<file path="config.mk">
export PLATFORM = sky130hd
export DESIGN_NAME = serial_frame_rx
export DESIGN_NICKNAME = d
export VERILOG_FILES = /design/src/rtl/serial_frame_rx.sv
export SDC_FILE = /design/constraint.sdc
export NUM_CORES = 1
export LEC_CHECK = 0
export BUFFER_PORTS_ARGS = -buffer_cell sky130_fd_sc_hd__buf_2
export CAP_MARGIN = 10
export CORE_UTILIZATION = 50
export CTS_BUF_LIST = sky130_fd_sc_hd__clkbuf_8
export DETAILED_ROUTE_END_ITERATION = 16
export PLACE_DENSITY = 0.69
export SLEW_MARGIN = 10
export SYNTH_ARGS = -nofsm -noshare
export SYNTH_HDL_FRONTEND = slang
export SYNTH_SLANG_ARGS = --single-unit
</file>
<file path="constraint.sdc">
create_clock -name clk -period 5.4 [get_ports clk]
set_input_delay 0.54 -clock clk [delete_from_list [all_inputs] [get_ports clk]]
set_output_delay 0.54 -clock clk [all_outputs]
set_load 0.01 [all_outputs]
</file>
<file path="src/rtl/serial_frame_rx.sv">
module serial_frame_rx #(
  parameter int WIDTH = 16
) (
  input  logic             clk,
  input  logic             rst_n,
  input  logic             bit_en,
  input  logic             fsync,
  input  logic             sdata,
  input  logic             ign_fs,
  input  logic             rd_stb,
  input  logic             clr_ovr,
  input  logic             clr_fse,
  output logic [WIDTH-1:0] rd_data,
  output logic             rd_rdy,
  output logic             ovr_flag,
  output logic             fse_flag
);
  localparam int CW = $clog2(WIDTH + 1);

  logic [WIDTH-1:0] sr, hold;
  logic [CW-1:0]    cnt;
  logic             sr_v, hold_v;

  logic active, shift_go, restart, abort, done, mv_dr, mv_hold;
  logic [CW-1:0] nxt;

  assign active   = cnt != '0;
  assign shift_go = bit_en && (active || fsync);
  assign restart  = bit_en && fsync && (!active || !ign_fs);
  assign abort    = restart && active;
  assign nxt      = restart ? CW'(1) : cnt + CW'(1);
  assign done     = shift_go && (nxt == CW'(WIDTH));
  assign mv_dr    = hold_v && !rd_rdy;
  assign mv_hold  = sr_v && (!hold_v || mv_dr);

  always_ff @(posedge clk or negedge rst_n) begin
    if (!rst_n) begin
      cnt  <= '0;
      sr   <= '0;
      sr_v <= 1'b0;
    end else begin
      if (shift_go) begin
        cnt <= done ? '0 : nxt;
        sr  <= {sr[WIDTH-2:0], sdata};
      end
      if (done)                    sr_v <= 1'b1;
      else if (shift_go || mv_hold) sr_v <= 1'b0;
    end
  end

  always_ff @(posedge clk or negedge rst_n) begin
    if (!rst_n) begin
      hold    <= '0;
      hold_v  <= 1'b0;
      rd_data <= '0;
      rd_rdy  <= 1'b0;
    end else begin
      if (mv_hold) begin
        hold   <= sr;
        hold_v <= 1'b1;
      end else if (mv_dr || abort) begin
        hold_v <= 1'b0;
      end
      if (mv_dr) begin
        rd_data <= hold;
        rd_rdy  <= 1'b1;
      end else if (rd_stb) begin
        rd_rdy  <= 1'b0;
      end
    end
  end

  always_ff @(posedge clk or negedge rst_n) begin
    if (!rst_n) begin
      ovr_flag <= 1'b0;
      fse_flag <= 1'b0;
    end else begin
      ovr_flag <= (sr_v && !mv_hold) || (ovr_flag && !clr_ovr);
      fse_flag <= abort || (fse_flag && !clr_fse);
    end
  end
endmodule

</file>
# --- Yosys cells after proc, flatten, opt, wreduce, memory -nomap -nowiden ---
# Index checks and enable logic that the tools add are counted.
op_classes:
  muxes: 8
  n_eq_ne: 1
  n_reduce_logical: 28
  addsub: 1
ops:
  columns: ["operator", "count"]
  rows:
  - ["logical AND 1 bit", 10]
  - ["2-to-1 mux 5 bit", 2]
  - ["zero test 1 bit", 7]
  - ["logical OR 1 bit", 7]
  - ["2-to-1 mux 1 bit", 6]
  - ["nonzero test 2 bit", 3]
  - ["adder 5 x 1 -> 5 bit, second input constant", 1]
  - ["== test 5 bit, second input constant", 1]
  - ["nonzero test 5 bit", 1]
totals:
  register_bits: 58
  word_cells: 47

# --- Depth between registers and ports, before layout ---
logic_depth:
  word_depth: 8
  mapped_depth: 8

# --- Worst setup path before layout ---
# OpenSTA, ideal clock, no wires.
synth_timing:
  path_kind: "register to register"
  startpoint: "reg cnt[1]"
  endpoint: "reg sr[10]"
  setup_slack_ps: 3409
  path_stages_with_launch: 9
  required_ps: 5275
  t_arrival_ps: 1866
  setup_ps: 125
  path_cell_list: "dfrtp_1 -> inv_1 -> ha_1 -> or4b_1 -> buf_2 -> o21a_1 -> buf_6 -> buf_12 -> mux2_4"
synth_between:
  elab_chain_len: 3
synth_rtl:
  columns: ["item", "line_no", "rtl"]
  rows:
  - ["start: declaration", "21", "logic [CW-1:0] cnt;"]
  - ["start signal: assignment", "43", "cnt <= done ? '0 : nxt;"]
  - ["nonzero test 5 bit", "27", "assign active = cnt != '0;"]
  - ["logical OR 1 bit", "28", "assign shift_go = bit_en && (active || fsync);"]
  - ["logical AND 1 bit", "28", null]
  - ["end signal: assignment", "44", "sr <= {sr[WIDTH-2:0], sdata};"]
  - ["end: declaration", "20", "logic [WIDTH-1:0] sr, hold;"]
# No other way between the ends.
# A chain may end at the register's enable or synchronous reset.

# --- Worst setup path after layout ---
layout_timing:
  startpoint: "reg cnt[0]"
  endpoint: "reg sr[12]"
# Same word-level chain as after synthesis.

==> impl_metrics.toml <==
[global_routing]
grt_max_degree = 59
grt_first_pass_wirelength_um = 6650
grt_pass1_vias = 1471
overflow = 0
grt.total_usage_pct = 18.1
antenna_found_initial = 0

[finish]
n_fill_cell = 366
final_core_util_pct = 61.9
syn_to_final_growth_pct = 16.4
nets = 201
n_antenna_cell = 0
drive_gt1_share_pct = 48.2

[cts]
clock_path_buffers = 2
clkSinkCount = 58
cts_inserted_buffers = 9
cts_root_buf = "clkbuf_8"
insertion_delay_ps = 330
cts_tree = "done"
clkTransAtPathRegs_ps = 60
ctsHoldBuffers = 0
postCtsSetupBuffers = 0
cts.htree.levels = 3
cts_resized = 0

[setup_path]
worst_r2r_endpoint = "sr[12]"
startpoint = "cnt[0]"
cp.required_ps = 5610
cp_data_arrival_time_ps = 2450
rr_startpoint = "cnt[0]"
critPathKind = "reg2reg"
critPathLaunchType = "flip-flop"
rr_worst_depth = 5
r2r_slack_ps = 3160
worstPathMaxFanout = 17
cp-end-kind = "flip-flop"

[placed_design]
place_congestion = 0.827
dp_hpwl_um = 2580
numPortBuffers = 27

[sta]
setup_tns_ps = 0
clock_skew_ps = 7.40
max_freq_ghz = 0.446
tightest_slew_ps = 845
period_needed_ps = 2240
fin_crit_sh_pct = 41.5
hold_viol = 0
relSlewSlack_pct = 43.7
slew_viol_final = 0
setup_viol_count_final = 0
rsz0062_at_grt = "no"

[die]
fp.dieH_um = 70.7
die-area_um2 = 5000
die_w_um = 70.7
pin_count = 28
start_util_pct = 53.1
num_rows = 24
core-area_um2 = 4440

[min_path]
min_path_type = "in2async"

[detailed_routing]
dr.first_iter.drc_count = 78
vias = 1350
totalWireLength_um = 3850
drc = 4
antenna_left = 0
wl_per_cell_um = 15.6
avgViaCountPerCell = 5.47
dr.pass1.iters = 12

[yosys]
synth.distinct_cells = 33
synth_top_family_by_area = "multiplexers"
synth_adder_area_share_pct = 1.06
syn_nets = 166
ys_ff_latch = 58
dominantRegCellSynth = "dfrtp_1"
netlist_area_um2 = 2360
synth_simple_gate_area_share_pct = 4.03
muxShareOfSynthArea_pct = 24.5
synth_warnings = 0
async_flop_share_pct = 100
seq_area_frac_synth_pct = 61.5
syn_inst = 155
synth_xor_area_share_pct = 1.11
synth-compound-area-share_pct = 4.72
syn_area_per_cell_um2 = 15.2
synth_edf_count = 0

[pwr]
ir_drop_uv = 225
leakage_nw = 1.43
powerDensity_nw_per_um2 = 455

[flow_run]
max_cap_viol_count = 0

[run_status]
outcome = "finished with violations"
violations = "design-rule violations"
## critical path, cell delays in order (launching register included)
cell	delay, ps
dfrtp_1	430
inv_1	90
ha_1	130
or4b_1	540
o21a_1	520
mux2_4	420
## final cells by class
type	count	area [µm²]	share of cell area, %
repair buffers	29	150	5.46
flip-flops and latches	58	1450	52.8
well taps	52	65.1	2.37
inverters	8	30.0	1.09
clock buffers	13	179	6.51
clock inverters	3	37.5	1.37
multi-input cells	84	836	30.4
## state kept, by name, indices dropped and copies added, names as in the netlist
signal	count
cnt	5
hold	16
fse_flag	1
rd_data	16
ovr_flag	1
rd_rdy	1
sr	16
hold_v	1
sr_v	1
## per-layer routing
layer | global-route usage [%] | up-vias | share of wire (%)
li1 | - | 625 | -
met1 | 22.2 | 684 | 44
met2 | 27.5 | 31 | 49
met3 | 6.27 | 10 | 4.8
met4 | 11.8 | 0 | 2.7
met5 | 0 | - | 0
## cells in the mapped netlist, types with 2 or more instances
master	number	area share (%)
dfrtp_1	58	61
mux2_2	42	20
inv_1	8	1.3
mux2_4	7	4.5
o21ai_0	5	1.1
nand3_1	3	0.64
nor2b_1	3	0.79
clkbuf_1	2	0.32
ha_1	2	1.1
xnor2_1	2	0.74
## through the flow
| stage | area (µm²) | std cells | power (mW) | hold WS (ps) | setup slack [ps] |
|---|---|---|---|---|---|
| finish | 2750 | 247 | 1.25 | 344 | 3160 |
| global route | 2750 | 247 | 1.32 | 407 | 3020 |
| CTS | 2750 | 247 | 1.27 | 369 | 3150 |
| detailed placement | 2530 | 231 | 0.845 | 488 | 3170 |
| global placement | 2530 | 231 | 0.824 | 482 | 3270 |
| floorplan | 2360 | 155 | 0.781 | 244 | 3410 |
## power by group
group / total (mW) / leakage, nW / internal, mW / switching (mW)
Sequential: 0.622 / 0.766 / 0.540 / 0.0822
Clock: 0.416 / 0.118 / 0.260 / 0.156
Combinational: 0.214 / 0.546 / 0.134 / 0.0800
Total: 1.25 / 1.43 / 0.934 / 0.318
## cells by family (layout without fill, tap and decap cells)
group	count (synthesis)	after routing
flops	58	58
mux	49	49
compound gates	16	16
simple gates	14	14
buf+inv	13	53
xor+xnor	3	3
fa+ha+maj	2	2
## placed cells by master (no fill, tap or decap), types with 2 or more instances in the layout
master / n
buf_2: 27
buf_4: 2
clkbuf_8: 13
dfrtp_1: 58
ha_1: 2
inv_1: 10
mux2_2: 42
mux2_4: 7
nand3_1: 3
nor2b_1: 3
o21ai_0: 5
xnor2_1: 2
## worst max-delay path by stage
stage	endpoint	depth (start not counted)
after floorplan	sr[10]	8
after global placement	sr[7]	5
after detailed placement	sr[13]	5
after global routing	sr[12]	5
after CTS	sr[13]	5
final	sr[12]	5
(Power assumes the default switching activity.)
